<file path="src/rtl/spi_char_pkg.sv">
package spi_char_pkg;
    localparam int WORD_W  = 16;
    localparam int LEN_W   = 4;
    localparam int PM_W    = 4;
    localparam int IDX_W   = $clog2(WORD_W);
    localparam int NB_W    = IDX_W + 1;
    localparam int MIN_LEN = 3;

    typedef struct packed {
        logic              busy;
        logic              sck;
        logic              mosi;
        logic              done;
        logic              msb;
        logic [PM_W-1:0]   pm;
        logic [NB_W-1:0]   nbits;
        logic [IDX_W-1:0]  idx;
        logic [WORD_W-1:0] tx;
        logic [WORD_W-1:0] rx_acc;
        logic [WORD_W-1:0] rx_out;
    } seq_state_t;
endpackage

</file>
<file path="src/rtl/spi_char_lenclamp.sv">
module spi_char_lenclamp #(
    parameter int WORD_W  = 16,
    parameter int LEN_W   = 4,
    parameter int NB_W    = 5,
    parameter int MIN_LEN = 3
) (
    input  logic [LEN_W-1:0]  len_code,
    output logic [NB_W-1:0]   nbits,
    output logic [WORD_W-1:0] mask
);
    localparam logic [LEN_W-1:0] MIN_CODE = LEN_W'(MIN_LEN);

    logic [LEN_W-1:0] code_eff;

    always_comb begin
        code_eff = (len_code < MIN_CODE) ? MIN_CODE : len_code;
        nbits    = NB_W'(code_eff) + NB_W'(1);
    end

    for (genvar i = 0; i < WORD_W; i++) begin : g_mask
        assign mask[i] = (NB_W'(i) < nbits);
    end
endmodule

</file>
<file path="src/rtl/spi_char_bitpos.sv">
module spi_char_bitpos #(
    parameter int IDX_W = 4,
    parameter int NB_W  = 5
) (
    input  logic [NB_W-1:0]  nbits,
    input  logic             msb_first,
    input  logic [IDX_W-1:0] slot,
    output logic [IDX_W-1:0] pos
);
    logic [NB_W-1:0] from_top;

    always_comb begin
        from_top = nbits - NB_W'(1) - NB_W'(slot);
        pos      = msb_first ? from_top[IDX_W-1:0] : slot;
    end
endmodule

</file>
<file path="src/rtl/spi_char_halfdiv.sv">
module spi_char_halfdiv #(
    parameter int PM_W = 4
) (
    input  logic            clk,
    input  logic            rst_n,
    input  logic            restart,
    input  logic            run,
    input  logic [PM_W-1:0] pm_new,
    input  logic [PM_W-1:0] pm_cur,
    output logic            tick
);
    localparam int CNT_W = PM_W + 1;

    logic [CNT_W-1:0] cnt_d, cnt_q;

    always_comb begin
        cnt_d = cnt_q;
        tick  = run && (cnt_q == '0);
        if (restart) begin
            cnt_d = {pm_new, 1'b1};
        end else if (run) begin
            cnt_d = (cnt_q == '0) ? {pm_cur, 1'b1} : cnt_q - CNT_W'(1);
        end
    end

    always_ff @(posedge clk or negedge rst_n) begin
        if (!rst_n) cnt_q <= '0;
        else        cnt_q <= cnt_d;
    end
endmodule

</file>
<file path="src/rtl/spi_char_seq.sv">
module spi_char_seq
    import spi_char_pkg::*;
(
    input  logic              clk,
    input  logic              rst_n,
    input  logic              start,
    input  logic              tick,
    input  logic              miso,
    input  logic [NB_W-1:0]   nbits_in,
    input  logic              msb_in,
    input  logic [PM_W-1:0]   pm_in,
    input  logic [WORD_W-1:0] tx_in,
    input  logic [IDX_W-1:0]  pos_launch,
    input  logic [IDX_W-1:0]  pos_cur,
    input  logic [IDX_W-1:0]  pos_next,
    output seq_state_t        st_q
);
    seq_state_t st_d;
    logic       last_slot;

    always_comb begin
        st_d      = st_q;
        st_d.done = 1'b0;
        last_slot = (NB_W'(st_q.idx) == st_q.nbits - NB_W'(1));
        if (!st_q.busy) begin
            if (start) begin
                st_d.busy   = 1'b1;
                st_d.sck    = 1'b0;
                st_d.idx    = '0;
                st_d.nbits  = nbits_in;
                st_d.msb    = msb_in;
                st_d.pm     = pm_in;
                st_d.tx     = tx_in;
                st_d.rx_acc = '0;
                st_d.mosi   = tx_in[pos_launch];
            end
        end else if (tick) begin
            if (!st_q.sck) begin
                st_d.sck             = 1'b1;
                st_d.rx_acc[pos_cur] = miso;
                if (last_slot) begin
                    st_d.done   = 1'b1;
                    st_d.rx_out = st_d.rx_acc;
                end
            end else begin
                st_d.sck = 1'b0;
                if (last_slot) begin
                    st_d.busy = 1'b0;
                    st_d.mosi = 1'b0;
                end else begin
                    st_d.idx  = st_q.idx + IDX_W'(1);
                    st_d.mosi = st_q.tx[pos_next];
                end
            end
        end
    end

    always_ff @(posedge clk or negedge rst_n) begin
        if (!rst_n) st_q <= '0;
        else        st_q <= st_d;
    end
endmodule

</file>
<file path="src/rtl/spi_char_master.sv">
module spi_char_master
    import spi_char_pkg::*;
(
    input  logic              clk,
    input  logic              rst_n,
    input  logic [PM_W-1:0]   prescale,
    input  logic [LEN_W-1:0]  char_len,
    input  logic              msb_first,
    input  logic [WORD_W-1:0] tx_word,
    input  logic              start,
    input  logic              miso,
    output logic              sck,
    output logic              mosi,
    output logic [WORD_W-1:0] rx_word,
    output logic              done
);
    localparam int N_SEL = 3;

    seq_state_t        st;
    logic [NB_W-1:0]   nbits_in;
    logic [WORD_W-1:0] char_mask;
    logic              launch;
    logic              tick;
    logic              busy_w;
    logic [NB_W-1:0]   nbits_w;

    logic [NB_W-1:0]   sel_nbits [N_SEL];
    logic              sel_msb   [N_SEL];
    logic [IDX_W-1:0]  sel_slot  [N_SEL];
    logic [IDX_W-1:0]  sel_pos   [N_SEL];

    spi_char_lenclamp #(
        .WORD_W(WORD_W), .LEN_W(LEN_W), .NB_W(NB_W), .MIN_LEN(MIN_LEN)
    ) u_len (
        .len_code(char_len), .nbits(nbits_in), .mask(char_mask)
    );

    always_comb begin
        sel_nbits[0] = nbits_in;
        sel_msb[0]   = msb_first;
        sel_slot[0]  = '0;
        sel_nbits[1] = st.nbits;
        sel_msb[1]   = st.msb;
        sel_slot[1]  = st.idx;
        sel_nbits[2] = st.nbits;
        sel_msb[2]   = st.msb;
        sel_slot[2]  = st.idx + IDX_W'(1);
    end

    for (genvar k = 0; k < N_SEL; k++) begin : g_pos
        spi_char_bitpos #(.IDX_W(IDX_W), .NB_W(NB_W)) u_pos (
            .nbits(sel_nbits[k]), .msb_first(sel_msb[k]),
            .slot(sel_slot[k]), .pos(sel_pos[k])
        );
    end

    assign launch = start && !st.busy;

    spi_char_halfdiv #(.PM_W(PM_W)) u_div (
        .clk(clk), .rst_n(rst_n), .restart(launch), .run(st.busy),
        .pm_new(prescale), .pm_cur(st.pm), .tick(tick)
    );

    spi_char_seq u_seq (
        .clk(clk), .rst_n(rst_n), .start(start), .tick(tick), .miso(miso),
        .nbits_in(nbits_in), .msb_in(msb_first), .pm_in(prescale),
        .tx_in(tx_word & char_mask),
        .pos_launch(sel_pos[0]), .pos_cur(sel_pos[1]), .pos_next(sel_pos[2]),
        .st_q(st)
    );

    assign sck     = st.sck;
    assign mosi    = st.mosi;
    assign done    = st.done;
    assign rx_word = st.rx_out;
    assign busy_w  = st.busy;
    assign nbits_w = st.nbits;
endmodule

</file>
<file path="config.mk">
export PLATFORM = sky130hd
export DESIGN_NAME = spi_char_master
export DESIGN_NICKNAME = d
export VERILOG_FILES = /design/src/rtl/spi_char_pkg.sv /design/src/rtl/spi_char_lenclamp.sv /design/src/rtl/spi_char_bitpos.sv /design/src/rtl/spi_char_halfdiv.sv /design/src/rtl/spi_char_seq.sv /design/src/rtl/spi_char_master.sv
export SDC_FILE = /design/constraint.sdc
export NUM_CORES = 1
export LEC_CHECK = 0
export BUFFER_PORTS_ARGS = -buffer_cell sky130_fd_sc_hd__buf_2
export CAP_MARGIN = 30
export CORE_ASPECT_RATIO = 0.5
export CORE_MARGIN = 5
export CORE_UTILIZATION = 52
export CTS_CLUSTER_SIZE = 25
export DETAILED_ROUTE_END_ITERATION = 16
export MAX_ROUTING_LAYER = met4
export PLACE_DENSITY = 0.83
export SLEW_MARGIN = 20
export SYNTH_ARGS = -nofsm -noshare
export SYNTH_HDL_FRONTEND = slang
export SYNTH_SLANG_ARGS = --single-unit
</file>
<file path="constraint.sdc">
create_clock -name clk -period 3.45 [get_ports clk]
set_input_delay 0.345 -clock clk [delete_from_list [all_inputs] [get_ports clk]]
set_output_delay 0.345 -clock clk [all_outputs]
set_load 0.005 [all_outputs]
</file>
==> results of run 1 <==
## worst max path at each step
stage | from | end | cells past startpoint
2_1_floorplan | u_seq.st_q[52] | u_seq.st_q[1] | 10
3_3_place_gp | u_seq.st_q[52] | u_seq.st_q[10] | 10
3_5_place_dp | u_seq.st_q[52] | u_seq.st_q[10] | 10
4_1_cts | u_seq.st_q[52] | u_seq.st_q[10] | 10
5_1_grt | u_seq.st_q[52] | u_seq.st_q[26] | 10
6_report | u_seq.st_q[52] | u_seq.st_q[10] | 10
## flip-flops by register name, summed over array words and instances (netlist names)
name,cells
u_seq.st_q,66
u_div.cnt_q,5
## metal layers
| metal | vias up | routed length (um) | track usage (%) |
|---|---|---|---|
| li1 | 1928 | - | - |
| met2 | 141 | 4770 | 30.7 |
| met1 | 1852 | 5070 | 27.5 |
| met3 | 17 | 744 | 4.71 |
| met4 | 0 | 167 | 6.42 |
| met5 | - | 0 | - |
## stage by stage
step,std cells,worst slack [ns],hold slack (ns),instance area (sq um),util [%]
global route,679,0.0507,0.226,5270,59.9
global placement,662,0.471,0.443,4900,55.7
finish,679,0.280,0.218,5270,59.9
detailed placement,662,0.313,0.449,4900,55.7
CTS,677,0.277,0.170,5240,59.5
floorplan,540,0.676,0.0494,4750,-
## critical path: stages (launching register included)
cell and delay, ns:
dfrtp_1 0.43, inv_1 0.07, ha_1 0.33, inv_1 0.10
fa_1 0.45, xnor2_1 0.21, a21oi_1 0.22, or4_1 0.58
mux2i_1 0.33, mux2i_1 0.27, o21ai_2 0.06
## placed cells by master, fill, tap and decap left out, types with 6 or more instances in the layout
cell type,n
nand2_1,98
dfrtp_1,71
buf_2,47
o21ai_0,44
mux2i_1,36
nor2_1,21
inv_1,20
a22o_1,16
nand3_1,15
a21oi_1,14
ha_1,11
nand2b_1,10
o21ai_2,10
clkbuf_16,9
buf_4,9
nor3_1,8
xnor2_1,8
and3_1,7
o21ai_1,6
## logic make-up after synthesis
kind of cell,after synthesis,share of synthesized area [%]
AO/OA/AOI/OAI,131,18.2
XOR/XNOR,14,2.74
adder cells (fa/ha/maj),13,3.74
buffers and inverters,72,7.97
flip-flops,71,37.4
multiplexers,44,10.5
AND/OR/NAND/NOR,195,19.5
## what timing repair did
item,4_1_cts,5_1_grt
hold buffers,0,1
endpoints found under the hold margin,0,14
gates resized for setup,0,0
## power groups by stage
stage                     Combinational, W  Clock, W  Sequential, W
final                              0.00223   0.00105        0.00137
after global routing               0.00252   0.00111        0.00141
after CTS                          0.00224   0.00107        0.00136
after detailed placement           0.00222         0        0.00137
after global placement             0.00213         0        0.00136
after floorplan                    0.00193         0        0.00128
## area by class of cell
class                      count  area share (%)
tap                          117            2.78
multi-input combinational    397            49.3
sequential                    71            33.7
clock buffer                   9            4.27
clock inverter                 6            2.09
timing repair buffer          58            6.32
inverter                      21            1.50
==> qor.yml, run 1 <==
run_status:
  status: "finished, final reports clean"
placed_design:
  gp_congestion: 0.919
  io_buffers: 47
  hpwlAfterDp_um: 7630
route:
  ant_nets: 0
  firstDrtPassIters: 5
  vias_per_cell: 5.80
  drc: 0
  wl_um: 10800
  routedWlPerCell_um: 15.8
  initialDrtViolationCount: 259
  vias: 3938
power:
  p_leak_nw: 2.43
  power.switching_w: 0.00181
  p_int_w: 0.00285
  swShare_pct: 38.8
  clkPwrFrac_pct: 22.7
  power_density_nw_per_um2: 883
  combPwrFrac_pct: 48.0
  seq_power_share_pct: 29.4
  p_total_w: 0.00465
  ir_drop_uv: 550
logic_synthesis:
  synth_edf_count: 0
  synth_top_area_share_pct: 37.4
  synth.most_common_cell: "nand2_1"
  synthesis.instances: 540
  synth_cell_type_count: 67
  synth-async-reset-ratio_pct: 100
  yosysWarnings: 0
  syn_area_per_cell_sq_um: 8.80
  synth_area_sq_um: 4750
  synth_seq_area_share_pct: 37.4
  postSynthNetCount: 582
  synth_commonest_cells: "98 x nand2_1, 71 x dfrtp_1, 44 x o21ai_0, 36 x mux2i_1, 26 x clkbuf_1"
  synth_seq_cells: 71
  synth_flop_cell: "dfrtp_1"
  synth_top_area_cell: "dfrtp_1"
  ys_top_cells_by_area: "dfrtp_1 37%, nand2_1 7.7%, mux2i_1 7.6%"
cells_and_area:
  fillers: 788
  seqCellArea_sq_um: 1780
  syn_to_final_growth_pct: 10.8
  final_nets: 600
  n_antenna_cell: 0
  multi_input_area_sq_um: 2600
  drive_above_1_share_pct: 17.4
global_route:
  antenna_found_initial: 0
  grt_use_total_pct: 20.3
  grt_pass1_wl_um: 18400
  grt_overflow: 0
  grt_pass1_vias: 3771
  grt_start_max_net_pins: 42
timing:
  hold_viol: 0
  setup_viol: 0
  rsz0062_at_grt: "no"
  finalClockSkew_ns: 0.00670
  slew_headroom_pct: 48.2
  clock.fmax_ghz: 0.315
  period_share_pct: 91.9
  drv_slew: 0
  min_period_ns: 3.17
  fin_setup_tns_ns: 0
  worst_pin_slew_ns: 0.769
critical_path:
  reg2reg_depth: 10
  cp-start-kind: "register"
  critPathKind: "register to register"
  critPathCaptureType: "register"
  crit_required_ns: 3.67
  arrival_ns: 3.39
  r2r_slack_ns: 0.28
  critPathMaxFanout: 8
  rr_endpoint: "u_seq.st_q[10]"
  r2r-start: "u_seq.st_q[52]"
die:
  io_pins: 48
  core_area_sq_um: 8800
  die_h_um: 77.6
  fp.dieW_um: 145
  start_util_pct: 54.0
  rows: 24
  dieArea_sq_um: 11300
worst_hold_path:
  hold_end: "u_seq.st_q[60]"
  whs_path_depth: 3
  worstHoldStart: "prescale[3]"
  min_path_type: "input port to register"
clock_network:
  cts_tree: "built"
  clk_pin_slew_worst_paths_ns: 0.06
  cts.htree.levels: 3
  cts-root-buf: "clkbuf_16"
  postCtsSetupRepairBufs: 0
  clk_latency_ns: 0.34
  cts_buffers: 9
  clock_sinks: 71
  clockBufferDepth: 2
job:
  max-cap-violations: 0
No activity file was read; power rests on OpenSTA's default activity.
==> run 2: changes to the inputs <==
- CORE_ASPECT_RATIO: 0.5 -> unset
==> run 2 against run 1 <==
Die area fell by 1.0%. Fmax rose by 1.1%. Critical endpoint is now u_seq.st_q[18]. Critical path depth did not move. Clock power fell by 28%.
==> qor.yml, run 2 (same netlist as run 1, synthesis figures left out) <==
timing:
  hold_viol: 0  # unchanged
  worst_pin_slew_ns: 0.801  # +0.0322 ns
  fin_setup_tns_ns: 0  # unchanged
  layout_setup_ws_ns: 0.314  # +0.0343 ns
  clock.fmax_ghz: 0.319  # +1.1%
  min_period_ns: 3.14  # -0.0343 ns
  drv_slew: 0  # unchanged
  rsz0062_at_grt: "no"
  period_share_pct: 90.9  # -0.99 points
  setup_viol: 0  # unchanged
  finalClockSkew_ns: 0.0222  # +0.0155 ns
  slew_headroom_pct: 46.6  # -1.6 points
critical_path:
  rr_endpoint: "u_seq.st_q[18]"
  crit_required_ns: 3.70  # +0.03 ns
  crit_start: "u_seq.st_q[52]"
  cpLargestDelayFamily: "adder cells"
  slowest_delay_ns: 0.59  # about the same
  reg2reg_depth: 10  # unchanged
  crit_chain: "inv_1 > ha_1 > inv_1 > fa_1 > xnor2_1 > a21oi_1 > or4_1 > mux2i_1 > o21ai_0 > a22o_1"
  critical_path_depth: 10  # unchanged
  cp_slowest_cell: "or4_1"
  arrival_ns: 3.39  # about the same
  crit_end: "u_seq.st_q[18]"
  critPathCaptureType: "register"
  critPathKind: "register to register"
  cp-start-kind: "register"
  r2r-start: "u_seq.st_q[52]"
  path_common_cell: "inv_1"
  critPathBufInv: 2  # unchanged
  r2r_slack_ns: 0.31  # +0.03 ns
  critPathMaxFanout: 8  # unchanged
clock_network:
  cts_hold_buf: 1  # +1
  postCtsSetupRepairBufs: 0  # unchanged
  cts_buffers: 9  # unchanged
  cts_tree: "built"
  clock_sinks: 71  # unchanged
  cts-resized-gates: 0  # unchanged
  clk_pin_slew_worst_paths_ns: 0.08  # +0.02 ns
  cts.htree.levels: 3  # unchanged
  clk_latency_ns: 0.37  # +0.03 ns
  cts-root-buf: "clkbuf_8"
  clockBufferDepth: 2  # unchanged
power:
  combPwrFrac_pct: 51.6  # +3.6 points
  clkPwrFrac_pct: 17.2  # -5.5 points
  swShare_pct: 41.6  # +2.8 points
  ir_drop_uv: 470  # -15%
  p_leak_nw: 2.38  # -2.3%
  power.switching_w: 0.00183  # +1.2%
  power_density_nw_per_um2: 856  # -3.1%
  seq_power_share_pct: 31.2  # +1.8 points
  p_int_w: 0.00256  # -10%
  p_total_w: 0.00439  # -5.7%
worst_hold_path:
  worstHoldStart: "prescale[3]"
  min_path_type: "input port to register"
die:
  fp.dieW_um: 106  # -27%
  rows: 34  # +42%
  core_area_sq_um: 8810  # about the same
  io_pins: 48  # unchanged
  start_util_pct: 54.0  # about the same
  dieArea_sq_um: 11200  # -1.0%
  die_h_um: 106  # +36%
global_route:
  grt_overflow: 0  # unchanged
  grt_pass1_vias: 3878  # +2.8%
  antenna_found_initial: 0  # unchanged
  grt_use_total_pct: 20.4  # +0.050 points
  grt_pass1_wl_um: 18100  # -1.7%
  grt_start_max_net_pins: 45  # +7.1%
cells_and_area:
  drive_above_1_share_pct: 17.4  # unchanged
  final_cell_mix: "98 x nand2_1, 71 x dfrtp_1, 47 x buf_2, 44 x o21ai_0, 36 x mux2i_1"
  n_antenna_cell: 0  # unchanged
  final_nets: 599  # -0.17%
  syn_to_final_growth_pct: 7.87
  largest_reg_flops: 66  # unchanged
  final_common_cell: "nand2_1"
  largest_register: "u_seq.st_q"
  fillers: 775  # -1.6%
  reg_top3: "u_seq.st_q (66), u_div.cnt_q (5)"
placed_design:
  io_buffers: 47  # unchanged
  gp_congestion: 0.933  # +1.5%
  hpwlAfterDp_um: 7790  # +2.1%
  place_ws_ns: 0.330  # +0.0165 ns
route:
  routedWlPerCell_um: 16.0  # +1.2%
  drc: 0  # unchanged
  firstDrtPassIters: 5  # unchanged
  vias: 3925  # -0.33%
  initialDrtViolationCount: 261  # +0.77%
  vias_per_cell: 5.86  # +1.0%
  ant_nets: 0  # unchanged
  wl_um: 10700  # -0.16%
run_status:
  status: "finished, final reports clean"
job:
  max-cap-violations: 0  # unchanged
-- run 2: cell types whose count changed in the layout (fill, tap and decap cells not counted) --
cell	before	now
buf_12	1	0
clkbuf_16	9	0
bufinv_16	3	2
clkinv_4	0	2
clkinv_2	1	0
clkbuf_8	0	9
clkinvlp_4	2	1
inv_6	0	2
-- run 2: worst min-delay path by stage --
stage | endpoint | cells past startpoint
detailed placement | u_seq.st_q[62] | 1
global placement | u_seq.st_q[62] | 1
floorplan | u_div.cnt_q[0] | 0
finish | u_seq.st_q[60] | 3
CTS | u_seq.st_q[60] | 3
global route | u_seq.st_q[59] | 3
-- run 2: tightest hold or removal path: stages --
cell and delay, ns:
buf_2 0.09, nand2_1 0.04, nand2_1 0.04
-- run 2: power by group through the flow --
stage | clock network [W] | logic [W] | registers, W
2_1_floorplan | 0 | 0.00193 | 0.00128
3_3_place_gp | 0 | 0.00213 | 0.00136
3_5_place_dp | 0 | 0.00224 | 0.00138
4_1_cts | 0.000771 | 0.00227 | 0.00136
5_1_grt | 0.000810 | 0.00252 | 0.00141
6_report | 0.000757 | 0.00226 | 0.00137
-- run 2: metrics by stage --
step / hold WS (ns) / area [sq um] / util (%) / instances
floorplan: 0.0494 / 4750 / - / 540
CTS: 0.178 / 5130 / 58.2 / 670
global route: 0.197 / 5130 / 58.2 / 670
global placement: 0.377 / 4890 / 55.6 / 653
detailed placement: 0.381 / 4890 / 55.6 / 653
finish: 0.190 / 5130 / 58.2 / 670
-- run 2: routing by layer --
metal / routed length, um / share of wire (%) / vias up / global-route usage [%]
met5: 0 / 0 / - / -
met2: 5290 / 49 / 128 / 33.1
met4: 212 / 2.0 / 0 / 7.68
li1: - / - / 1929 / -
met3: 639 / 6.0 / 20 / 3.85
met1: 4600 / 43 / 1848 / 25.5
-- run 2: cell type report --
type / count / area, sq um / area share, %
sequential: 71 / 1780 / 34.6
timing repair buffer: 57 / 313 / 6.10
multi-input combinational: 397 / 2600 / 50.7
tap: 108 / 135 / 2.63
clock buffer: 9 / 124 / 2.42
clock inverter: 7 / 103 / 2.00
inverter: 21 / 78.8 / 1.54
==> run 3: changes to the inputs <==
- CORE_UTILIZATION: 52 -> 60
- PLACE_DENSITY: 0.83 -> 0.92
==> run 3 against run 2 <==
The run now ends with negative hold slack left. Cell count fell by 1.2%. Final area is 0.71% lower. Register-to-register slack got worse by 0.11 ns. Largest power group unchanged. First-iteration DRC count rose by 12%. Critical path type unchanged. Die area down 12%. Critical endpoint is now u_seq.st_q[9]. Power rose by 0.19%. Critical path depth is the same.
==> qor.yml, run 3 (same netlist as run 1, synthesis figures left out) <==
placed_design:
  hpwlAfterDp_um: 7910  # +1.5%
  gp_congestion: 0.954  # +2.3%
  io_buffers: 47  # unchanged
clock_network:
  clockBufferDepth: 2  # unchanged
  cts-root-buf: "clkbuf_8"
  clk_pin_slew_worst_paths_ns: 0.08  # about the same
  cts_tree: "built"
  cts-resized-gates: 0  # unchanged
  postCtsSetupRepairBufs: 0  # unchanged
  cts_hold_buf: 0  # -1
  cts_buffers: 9  # unchanged
  clk_latency_ns: 0.35  # -0.02 ns
  cts.htree.levels: 3  # unchanged
  clock_sinks: 71  # unchanged
critical_path:
  critPathCaptureType: "register"
  critPathKind: "register to register"
  r2r_slack_ns: 0.20  # -0.11 ns
  reg2reg_depth: 10  # unchanged
  rr_endpoint: "u_seq.st_q[9]"
  arrival_ns: 3.48  # +0.09 ns
  critPathMaxFanout: 8  # unchanged
  crit_required_ns: 3.69  # about the same
  cp-start-kind: "register"
  r2r-start: "u_seq.st_q[52]"
cells_and_area:
  syn_to_final_growth_pct: 7.11
  largest_register: "u_seq.st_q"
  final_common_cell: "nand2_1"
  n_antenna_cell: 0  # unchanged
  drive_above_1_share_pct: 17.0  # -0.47 points
  reg_top3: "u_seq.st_q (66), u_div.cnt_q (5)"
  final_nets: 597  # -0.33%
  final_cell_mix: "98 x nand2_1, 71 x dfrtp_1, 46 x buf_2, 44 x o21ai_0, 36 x mux2i_1"
  largest_reg_flops: 66  # unchanged
timing:
  worst_pin_slew_ns: 0.770  # -0.0303 ns
  setup_viol: 0  # unchanged
  hold_viol: 44  # +44
  rsz0062_at_grt: "no"
  min_period_ns: 3.25  # +0.110 ns
  drv_slew: 0  # unchanged
  slew_headroom_pct: 48.6  # +2.0 points
  fin_setup_tns_ns: 0  # unchanged
  clock.fmax_ghz: 0.308  # -3.4%
  period_share_pct: 94.1  # +3.2 points
  finalClockSkew_ns: 0.00585  # -0.0164 ns
  fin_hold_ws_ns: -0.0160  # -0.206 ns
global_route:
  grt_pass1_wl_um: 19200  # +5.9%
  grt_start_max_net_pins: 46  # +2.2%
  antenna_found_initial: 0  # unchanged
  grt_pass1_vias: 4092  # +5.5%
  grt_use_total_pct: 24.7  # +4.3 points
  grt_overflow: 0  # unchanged
worst_hold_path:
  min_path_type: "input port to async pin"
route:
  firstDrtPassIters: 5  # unchanged
  vias_per_cell: 6.23  # +6.4%
  vias: 4127  # +5.1%
  drc: 0  # unchanged
  ant_nets: 0  # unchanged
  routedWlPerCell_um: 17.3  # +7.9%
  wl_um: 11400  # +6.6%
  initialDrtViolationCount: 293  # +12%
die:
  io_pins: 48  # unchanged
  start_util_pct: 61.5  # +7.5 points
  fp.dieW_um: 99.0  # -6.2%
  core_area_sq_um: 7730  # -12%
  rows: 32  # -5.9%
  dieArea_sq_um: 9800  # -12%
  die_h_um: 99.0  # -6.2%
job:
  max-cap-violations: 0  # unchanged
power:
  ir_drop_uv: 403  # -14%
  p_leak_nw: 2.36  # -0.61%
  power_density_nw_per_um2: 864  # +0.91%
run_status:
  status: "finished, violations left"
  violations: "negative hold slack"
-- run 3: changes by cell type in the layout (fill, tap and decap cells not counted), sizes merged --
cell,before,now
clkbuf,9,11
buf,56,55
clkinv,3,2
dlygate4sd3,1,0
inv,22,21
-- run 3: final cells by class --
| cell class | count | area, sq um |
|---|---|---|
| Sequential cell | 71 | 1780 |
| Clock inverter | 5 | 81.3 |
| Clock buffer | 11 | 131 |
| Fill cell | 608 | 2640 |
| Multi-Input combinational cell | 397 | 2600 |
| Inverter | 21 | 78.8 |
| Tap cell | 102 | 128 |
| Timing Repair Buffer | 55 | 298 |
-- run 3: how the worst max path moves through the flow --
| stage | start | endpoint | slack [ns] | cells past startpoint |
|---|---|---|---|---|
| floorplan | u_seq.st_q[52] | u_seq.st_q[1] | 0.68 | 10 |
| global placement | u_seq.st_q[52] | u_seq.st_q[10] | 0.51 | 10 |
| detailed placement | u_seq.st_q[52] | u_seq.st_q[9] | 0.34 | 10 |
| CTS | u_seq.st_q[52] | u_seq.st_q[9] | 0.25 | 10 |
| global route | u_seq.st_q[52] | u_seq.st_q[25] | 0.01 | 10 |
| finish | u_seq.st_q[52] | u_seq.st_q[9] | 0.20 | 10 |
-- run 3: report_power, final --
| part | switching (W) | internal [W] | total, W |
|---|---|---|---|
| Clock | 0.000327 | 0.000409 | 0.000736 |
| Combinational | 0.00126 | 0.00103 | 0.00229 |
| Sequential | 0.000258 | 0.00111 | 0.00137 |
| Total | 0.00184 | 0.00256 | 0.00440 |
-- run 3: worst max-delay path, cell delays in order, from the launching register on --
cell and delay [ns]:
dfrtp_1 0.46, inv_1 0.08, ha_1 0.34, inv_1 0.12, fa_1 0.47, xnor2_1 0.20, a21oi_1 0.21, or4_1 0.61
mux2i_1 0.31, mux2i_1 0.28, o21ai_2 0.06
-- run 3: layer usage --
layer	vias up	GRT usage (%)	share of wire, %
li1	1929	-	-
met1	1968	30.3	41
met2	180	38.9	49
met3	50	4.03	6.0
met4	0	13.1	4.0
met5	-	-	0
-- run 3: metrics by stage --
stage / instances / cell area, sq um / setup slack [ns] / util (%) / power, W
2_1_floorplan: 540 / 4750 / 0.676 / - / 0.00320
3_3_place_gp: 646 / 4880 / 0.511 / 63.1 / 0.00348
3_5_place_dp: 646 / 4880 / 0.345 / 63.1 / 0.00360
4_1_cts: 662 / 5090 / 0.246 / 65.9 / 0.00438
5_1_grt: 662 / 5090 / 0.0115 / 65.9 / 0.00472
6_report: 662 / 5090 / 0.204 / 65.9 / 0.00440
